--- config.mk ---
export PLATFORM = sky130hd
export DESIGN_NAME = seg_reloc_unit
export DESIGN_NICKNAME = d
export VERILOG_FILES = /design/src/rtl/seg_reloc_pkg.sv /design/src/rtl/seg_regfile.sv /design/src/rtl/seg_selector.sv /design/src/rtl/seg_adder.sv /design/src/rtl/seg_reloc_unit.sv
export SDC_FILE = /design/constraint.sdc
export NUM_CORES = 1
export LEC_CHECK = 0
export BUFFER_PORTS_ARGS = -buffer_cell sky130_fd_sc_hd__buf_4
export CAP_MARGIN = 20
export CORE_MARGIN = 4
export CORE_UTILIZATION = 30
export DETAILED_ROUTE_END_ITERATION = 10
export HOLD_SLACK_MARGIN = 0.08
export SLEW_MARGIN = 5
export SYNTH_ARGS = -nofsm -noshare
export SYNTH_HDL_FRONTEND = slang
export SYNTH_SLANG_ARGS = --single-unit
--- constraint.sdc ---
create_clock -name clk -period 10.5 [get_ports clk]
set_clock_uncertainty 0.1 [all_clocks]
set_input_delay 2.1 -clock clk [delete_from_list [all_inputs] [get_ports clk]]
set_output_delay 2.1 -clock clk [all_outputs]
set_load 0.05 [all_outputs]
--- src/rtl/seg_reloc_pkg.sv ---
package seg_reloc_pkg;

    typedef enum logic [1:0] {
        SEG_CODE  = 2'd0,
        SEG_STACK = 2'd1,
        SEG_DATA  = 2'd2,
        SEG_EXTRA = 2'd3
    } seg_id_e;

    typedef enum logic [1:0] {
        ACC_FETCH  = 2'd0,
        ACC_STACK  = 2'd1,
        ACC_MEM    = 2'd2,
        ACC_STRDST = 2'd3
    } acc_kind_e;

    localparam int NUM_SEGS = 4;

    typedef struct packed {
        logic    armed;
        seg_id_e seg;
    } ovr_state_t;

    function automatic logic ovr_allowed(acc_kind_e kind);
        return (kind == ACC_STACK) || (kind == ACC_MEM);
    endfunction

    function automatic logic consumes_ovr(acc_kind_e kind);
        return kind != ACC_FETCH;
    endfunction

    function automatic seg_id_e default_seg(acc_kind_e kind, logic bp_base);
        seg_id_e s;
        case (kind)
            ACC_FETCH:  s = SEG_CODE;
            ACC_STACK:  s = SEG_STACK;
            ACC_MEM:    s = bp_base ? SEG_STACK : SEG_DATA;
            default:    s = SEG_EXTRA;
        endcase
        return s;
    endfunction

endpackage

--- src/rtl/seg_regfile.sv ---
module seg_regfile
    import seg_reloc_pkg::*;
#(
    parameter int SEG_W    = 16,
    parameter logic [SEG_W-1:0] CODE_RST = '1
) (
    input  logic             clk,
    input  logic             rst,
    input  logic             wr_en,
    input  seg_id_e          wr_sel,
    input  logic [SEG_W-1:0] wr_data,
    input  seg_id_e          rd_sel,
    output logic [SEG_W-1:0] rd_data
);

    logic [SEG_W-1:0] regs [NUM_SEGS];

    for (genvar g = 0; g < NUM_SEGS; g++) begin : g_seg
        localparam logic [SEG_W-1:0] RST_VAL = (g == int'(SEG_CODE)) ? CODE_RST : '0;
        always_ff @(posedge clk) begin
            if (rst) begin
                regs[g] <= RST_VAL;
            end else if (wr_en && (wr_sel == seg_id_e'(g))) begin
                regs[g] <= wr_data;
            end
        end
    end

    assign rd_data = regs[rd_sel];

endmodule

--- src/rtl/seg_selector.sv ---
module seg_selector
    import seg_reloc_pkg::*;
(
    input  logic       clk,
    input  logic       rst,
    input  logic       req_valid,
    input  acc_kind_e  req_kind,
    input  logic       req_bp_base,
    input  logic       ovr_valid,
    input  seg_id_e    ovr_seg,
    output seg_id_e    sel_seg,
    output logic       pend_armed
);

    ovr_state_t pend_q;
    ovr_state_t eff;
    logic       consume;

    // A freshly presented override takes priority over the stored one.
    always_comb begin
        if (ovr_valid) begin
            eff.armed = 1'b1;
            eff.seg   = ovr_seg;
        end else begin
            eff = pend_q;
        end
    end

    always_comb begin
        if (eff.armed && ovr_allowed(req_kind)) begin
            sel_seg = eff.seg;
        end else begin
            sel_seg = default_seg(req_kind, req_bp_base);
        end
    end

    assign consume = req_valid && consumes_ovr(req_kind);

    always_ff @(posedge clk) begin
        if (rst) begin
            pend_q <= '{armed: 1'b0, seg: SEG_CODE};
        end else if (consume) begin
            pend_q <= '{armed: 1'b0, seg: SEG_CODE};
        end else begin
            pend_q <= eff;
        end
    end

    assign pend_armed = pend_q.armed;

endmodule

--- src/rtl/seg_adder.sv ---
module seg_adder
    import seg_reloc_pkg::*;
#(
    parameter int SEG_W = 16,
    parameter int OFF_W = 16,
    parameter int SHIFT = 4,
    localparam int PA_W = SEG_W + SHIFT
) (
    input  logic             clk,
    input  logic             rst,
    input  logic             in_valid,
    input  seg_id_e          in_seg,
    input  logic [SEG_W-1:0] in_base,
    input  logic [OFF_W-1:0] in_offset,
    output logic             out_valid,
    output seg_id_e          out_seg,
    output logic [PA_W-1:0]  out_addr
);

    logic [PA_W-1:0] shifted;
    logic [PA_W-1:0] sum;

    assign shifted = {in_base, {SHIFT{1'b0}}};
    assign sum     = shifted + PA_W'(in_offset);

    always_ff @(posedge clk) begin
        if (rst) begin
            out_valid <= 1'b0;
            out_seg   <= SEG_CODE;
            out_addr  <= '0;
        end else begin
            out_valid <= in_valid;
            if (in_valid) begin
                out_seg  <= in_seg;
                out_addr <= sum;
            end
        end
    end

endmodule

--- src/rtl/seg_reloc_unit.sv ---
module seg_reloc_unit
    import seg_reloc_pkg::*;
#(
    parameter int SEG_W = 16,
    parameter int OFF_W = 16,
    parameter int SHIFT = 4,
    parameter logic [SEG_W-1:0] CODE_RST = '1,
    localparam int PA_W = SEG_W + SHIFT
) (
    input  logic             clk,
    input  logic             rst,
    input  logic             req_valid,
    input  logic [1:0]       req_kind,
    input  logic             req_bp_base,
    input  logic [OFF_W-1:0] req_offset,
    input  logic             ovr_valid,
    input  logic [1:0]       ovr_seg,
    input  logic             seg_wr_en,
    input  logic [1:0]       seg_wr_sel,
    input  logic [SEG_W-1:0] seg_wr_data,
    output logic             phys_valid,
    output logic [PA_W-1:0]  phys_addr,
    output logic [1:0]       phys_seg
);

    seg_id_e          sel_seg;
    seg_id_e          out_seg;
    logic [SEG_W-1:0] base;
    logic             pend_armed;

    seg_selector u_sel (
        .clk        (clk),
        .rst        (rst),
        .req_valid  (req_valid),
        .req_kind   (acc_kind_e'(req_kind)),
        .req_bp_base(req_bp_base),
        .ovr_valid  (ovr_valid),
        .ovr_seg    (seg_id_e'(ovr_seg)),
        .sel_seg    (sel_seg),
        .pend_armed (pend_armed)
    );

    seg_regfile #(.SEG_W(SEG_W), .CODE_RST(CODE_RST)) u_regs (
        .clk    (clk),
        .rst    (rst),
        .wr_en  (seg_wr_en),
        .wr_sel (seg_id_e'(seg_wr_sel)),
        .wr_data(seg_wr_data),
        .rd_sel (sel_seg),
        .rd_data(base)
    );

    seg_adder #(.SEG_W(SEG_W), .OFF_W(OFF_W), .SHIFT(SHIFT)) u_add (
        .clk      (clk),
        .rst      (rst),
        .in_valid (req_valid),
        .in_seg   (sel_seg),
        .in_base  (base),
        .in_offset(req_offset),
        .out_valid(phys_valid),
        .out_seg  (out_seg),
        .out_addr (phys_addr)
    );

    assign phys_seg = out_seg;

endmodule

# After elaboration in Yosys (flattened, before gate mapping)

Memory sizes are Yosys's and may differ from the RTL's.
Index checks and enable logic that the tools add are counted.

Bits in registers: 26
Memory bits (writable): 64
Logic and storage cells: 49
Memories kept: 1

Memories:

| memory      | words | width | read ports | clocked after memory_dff | wr ports | RTL line          | text |
|---|---|---|---|---|---|---|---|
| u_regs.regs | 4     | 16    | 1          | 0                        | 4        | seg_regfile.sv:16 | `logic [SEG_W-1:0] regs [NUM_SEGS];` |

Add/subtract/negate cells: 1
Equal/unequal tests: 5
Mux-type cells: 22
Bitwise operators: 4
Reductions and logical operators: 11

Operators by type and width:

| kind                                                                  | count |
|---|---|
| 16-bit two-way mux                                                    | 4 |
| 20-bit by 16-bit adder with 20-bit output                             | 1 |
| 1-bit two-way mux                                                     | 14 |
| 2-bit equality test, second input constant                            | 3 |
| 1-bit logical AND                                                     | 6 |
| 2-bit one-hot mux with 3 select lines                                 | 1 |
| 2-bit by 1-bit equality test with 1-bit output, second input constant | 2 |
| 2-bit logical NOT                                                     | 2 |
| 2-bit two-way mux                                                     | 2 |
| 1-bit bitwise OR                                                      | 4 |
| 3-bit two-way mux                                                     | 1 |
| 2-bit nonzero test                                                    | 1 |
| 2-bit OR reduction                                                    | 1 |
| 1-bit logical OR                                                      | 1 |

# Longest topological paths before layout

Depth in word-level cells: 6
Depth in mapped cells: 16
Depth with buffers taken out: 15

# Hierarchy

A second synthesis with hierarchy kept.

Cells, all modules: 382
Area, all modules: 4603.2 um^2

Modules (own cells, without submodules):

| module       | times used | cells each | area each (um^2) | seq. area each (um^2) |
|---|---|---|---|---|
| seg_regfile  | 1          | 184        | 2880.3           | 1921.8 |
| seg_adder    | 1          | 167        | 1475.2           | 460.4 |
| seg_selector | 1          | 31         | 247.7            | 60.1 |

# Worst setup path after synthesis

No wires, ideal clock.

Path kind: in2reg
From: in req_kind[0]
To: reg u_add.out_addr[16]
Library setup time: 129 ps
Arrival: 5673 ps
Data required time: 10271 ps
Path slack: 4598 ps
Cell stages on the path: 14
Buffers on the path: 1
Cell sequence: inv_1 ha_1 nor2b_1 o221ai_2 clkbuf_1 mux4_2 fa_1 a211o_1 a2111oi_0 o21bai_1 a31oi_1 xnor2_1 mux2i_1 nor2_1

Word-level cells in the longest chain between the ends: 6
Elaborated cells between the ends (all ways): 9

RTL lines:

| element                                                                       | RTL line             | text |
|---|---|---|
| start: declaration                                                            | seg_reloc_unit.sv:13 | `input logic [1:0] req_kind,` |
| branches (longest 3 deep; another with 2-bit one-hot mux with 3 select lines) | --                   |  |
| 2-bit two-way mux (*)                                                         | seg_selector.sv:30   | `if (eff.armed && ovr_allowed(req_kind)) begin` |
| memory 4 x 16 bit (*)                                                         | --                   |  |
| 20-bit by 16-bit adder with 20-bit output (*)                                 | seg_adder.sv:24      | `assign sum = shifted + PA_W'(in_offset);` |
| end signal: assignment                                                        | seg_adder.sv:35      | `out_addr <= sum;` |
| end: declaration                                                              | seg_adder.sv:17      | `output logic [PA_W-1:0] out_addr` |

Mark *: on every way between the ends.
A chain may end at the register's enable or synchronous reset.

# Worst setup path after layout

Same ends and word-level chain as after synthesis.

==> run_results.csv <==
group,metric,value,unit
timing,rsz0062_at_grt,"false",
global_routing,grt_antenna_before_repair,2,
detailed_routing,dr.pass1.iters,4,
setup_path,critPathMaxFanout,17,
logic_synthesis,ys_types,44,
logic_synthesis,synth_area_per_cell,12.56,sq um
detailed_routing,drt_iter0_drc,147,
clocking,cts_resized,0,
clocking,ctsHoldBuffers,0,
pwr,p_per_area,183.0,mW/mm^2
worst_hold_path,holdCritStartpoint,"u_add.out_addr[15]$_SDFFE_PP0P_",
detailed_routing,wl_per_cell,16.54,um
clocking,cts_tree,"yes",
global_routing,track_usage,12.30,%
clocking,post-cts-setup-buffer-count,0,
global_routing,grt_start_max_net_pins,33,
floorplanning,die_area,0.01706,sq mm
global_routing,grt_pass1_vias,3047,
timing,fmax,165.4,MHz
clocking,cts_buffers,9,
place,dp_hpwl,7.046,mm
logic_synthesis,yosys.area_share.adder,4.882,%
logic_synthesis,synth-simple-area-share,15.81,%
global_routing,grt_overflow,0,
pwr,leakagePower,2.196,nW
floorplanning,ios,67,
setup_path,cp_top_family,"compound AO/OA/AOI/OAI gates",
clocking,cts_buffer_depth,2,
worst_hold_path,hp-class,"flop to flop",
floorplanning,floorplan.initialDensity,30.80,%
timing,setup_tns,0,ns
timing,post-route-period-util,57.59,%
floorplanning,die_x,130.6,um
setup_path,r2r_end,"u_add.out_addr[16]$_SDFFE_PP0P_",
timing,finalHoldViolations,0,
clocking,clkTransAtPathRegs,0.07,ns
timing,final-setup-viol-count,0,
finish,drive_gt1_share,25.81,%
detailed_routing,drc,0,
clocking,cts.sinks,90,
detailed_routing,drt_wl_total,10.16,mm
finish,syn2layout_area_growth,22.72,%
pwr,irDropWorstVdd,77.10,uV
floorplanning,num_rows,44,
logic_synthesis,yosysWarnings,0,
setup_path,startpoint_type,"input port",
clocking,cts-root-buf,"clkbuf_16",
setup_path,critPathKind,"input port to flop",
detailed_routing,num_vias,2989,
logic_synthesis,yosys.area_share.xor_xnor,1.942,%
detailed_routing,antenna_left,0,
logic_synthesis,synth_top_family_by_area,"simple AND/OR/NAND/NOR gates",
timing,hold_slack,0.3744,ns
setup_path,cp_num_buf_inv,3,
logic_synthesis,synth_seq_cells,90,
logic_synthesis,synthMuxAreaShare,11.57,%
global_routing,grt_first_pass_wirelength,15.91,mm
setup_path,regToRegStartpoint,"u_sel.pend_armed$_SDFF_PP0_",
finish,final_nets,486,
finish,n_fill_cell,1444,
logic_synthesis,synthesis.nets,420,
detailed_routing,via_per_inst,4.868,
setup_path,cp-end-kind,"flop",
clocking,clock_latency,0.33,ns
setup_path,worstPathRequired,10.62,ns
setup_path,cp_slowest_cell,"a2111oi_0",
clocking,htreeDepth,3,
place,portBuffers,66,
setup_path,r2r_slack,6.34,ns
timing,worst_pin_slew,1.065,ns
logic_synthesis,synthCells,359,
worst_hold_path,hold_end,"u_add.out_addr[15]$_SDFFE_PP0P_",
setup_path,crit_chain,"buf_4, inv_1, ha_1, nor2b_1, o221ai_2, buf_4, mux4_2, ha_1, fa_1, a211o_1, a2111oi_0, o21bai_1, a31oi_1, xnor2_1, mux2i_1, nor2_1",
timing,report.final.slew_viol_count,0,
timing,finalCriticalPeriod,6.047,ns
logic_synthesis,synth_area,0.004511,sq mm
place,gp_congestion,0.7733,
setup_path,max_stage_delay,0.56,ns
floorplanning,die_h,130.6,um
run_status,status,"complete, no violations",
worst_hold_path,hold_path_depth,2,
pwr,total_power,0.001013,W
run,cap_violations,0,
logic_synthesis,yosysSeqAreaShare,54.15,%
finish,antenna_cells,0,
setup_path,cp.arrival,6.16,ns
timing,relSlewSlack,28.61,%
floorplanning,core_area,0.01464,sq mm
logic_synthesis,synth_compound_area_share,9.542,%
setup_path,reg2reg_depth,14,
[worst max path at each step]
stage,end,slack [ns],depth (start not counted),startpoint
2_1_floorplan,u_add.out_addr[16]$_SDFFE_PP0P_,4.60,14,req_kind[0]
3_3_place_gp,u_add.out_addr[16]$_SDFFE_PP0P_,4.19,16,req_kind[0]
3_5_place_dp,u_add.out_addr[16]$_SDFFE_PP0P_,4.11,16,req_kind[0]
4_1_cts,u_add.out_addr[16]$_SDFFE_PP0P_,4.46,16,req_kind[0]
5_1_grt,u_add.out_addr[18]$_SDFFE_PP0P_,4.18,15,req_kind[0]
6_report,u_add.out_addr[16]$_SDFFE_PP0P_,4.45,16,req_kind[0]
[flip-flops by register name, indices dropped and copies added, names as in the netlist]
| name | cells |
|---|---|
| u_sel.pend_q | 2 |
| u_sel.pend_armed | 1 |
| u_add.out_valid | 1 |
| u_regs.regs | 64 |
| u_add.out_addr | 20 |
| u_add.out_seg | 2 |
[cells in the final DEF, fill, tap and decap left out, types with 3 or more instances in the layout]
master and count:
a211o_1 3, a211oi_1 7, a21o_1 6, a21oi_1 11, a311oi_1 3, and2_1 49, buf_4 68, clkbuf_16 9
dfxtp_1 26, edfxtp_1 64, ha_1 16, inv_1 11, mux2i_1 15, mux4_1 3, mux4_2 13, nand2_1 13
nand2b_1 19, nand3_1 4, nor2_1 29, nor2b_1 4, nor3_1 4, o21a_1 5, o21ai_0 5, o21bai_1 4
xnor2_1 7, xor2_1 3
[cell type report]
type                    count  area [sq um]  share of cell area (%)
flip-flops and latches     90          2442                   44.12
multi-input cells         244          1987                   35.90
repair buffers             69         521.8                   9.426
clock buffers              11         252.7                   4.566
well taps                 184         230.2                   4.159
clock inverters             5         60.06                   1.085
inverters                  11         41.29                  0.7459
[logic make-up after synthesis]
family,count (synthesis)
simple gates,129
flops,90
compound gates,57
mux,31
buf+inv,25
fa+ha+maj,17
xor+xnor,10
[Yosys cell counts, drive strengths merged]
| cell type | number | area, sq um |
|---|---|---|
| a31o | 2 | 17.52 |
| a211oi | 8 | 65.06 |
| o2111ai | 1 | 8.760 |
| buf | 4 | 16.26 |
| o221ai | 1 | 15.01 |
| xnor2 | 7 | 61.31 |
| a21oi | 11 | 55.05 |
| nand3 | 4 | 20.02 |
| o31ai | 1 | 21.27 |
| xor2 | 3 | 26.28 |
| o31a | 1 | 8.760 |
| a211o | 3 | 26.28 |
| mux4 | 16 | 371.6 |
| a21o | 6 | 45.04 |
| inv | 11 | 41.29 |
| nand2 | 14 | 60.06 |
| o21ai | 6 | 33.78 |
| mux2i | 15 | 150.1 |
| dfxtp | 26 | 520.5 |
| o21a | 5 | 37.54 |
| nand2b | 19 | 118.9 |
| and3b | 2 | 21.27 |
| nor3b | 1 | 7.510 |
| nor4 | 1 | 12.51 |
| a311oi | 3 | 26.28 |
| o221a | 1 | 11.26 |
| clkbuf | 10 | 37.54 |
| o21bai | 5 | 37.54 |
| a31oi | 2 | 12.51 |
| ha | 16 | 200.2 |
| nor2 | 29 | 108.9 |
| edfxtp | 64 | 1922 |
| nor2b | 4 | 25.02 |
| and2 | 49 | 306.5 |
| and2b | 1 | 7.510 |
| nor3 | 5 | 25.02 |
| a2111oi | 1 | 8.760 |
| fa | 1 | 20.02 |
[where the power goes]
group	switching [W]	total [W]	leakage, nW	internal [W]
clock network	0.000136	0.000335	0.153	0.000199
logic	0.000149	0.000253	1.20	0.000104
registers	0.0000120	0.000425	0.845	0.000413
[worst reg2reg max path: cells and delay by family, from the launching register on]
| family | cells | cell delay, ns |
|---|---|---|
| AO/OA/AOI/OAI | 5 | 1.58 |
| XOR/XNOR | 1 | 0.11 |
| adder cells (fa/ha/maj) | 2 | 0.66 |
| buffers and inverters | 1 | 0.29 |
| flip-flops | 1 | 0.33 |
| multiplexers | 2 | 0.67 |
| AND/OR/NAND/NOR | 3 | 0.29 |
[metal layers]
metal / vias to the layer above / GRT usage [%] / part of all wire, %
met5: - / 0 / 0.39
met4: 4 / 3.630 / 1.1
met3: 12 / 3.496 / 5.2
met2: 71 / 19.57 / 46
met1: 1460 / 16.43 / 48
li1: 1442 / - / -
[stage by stage]
| step | worst slack, ns | cell area [sq um] | utilization [%] | instances |
|---|---|---|---|---|
| after floorplan | 4.598 | 4511 | - | 359 |
| after global placement | 4.189 | 5211 | 35.59 | 597 |
| after detailed placement | 4.113 | 5211 | 35.59 | 597 |
| after CTS | 4.455 | 5524 | 37.72 | 613 |
| after global routing | 4.183 | 5535 | 37.80 | 614 |
| final | 4.453 | 5535 | 37.80 | 614 |
(Power assumes the default switching activity.)
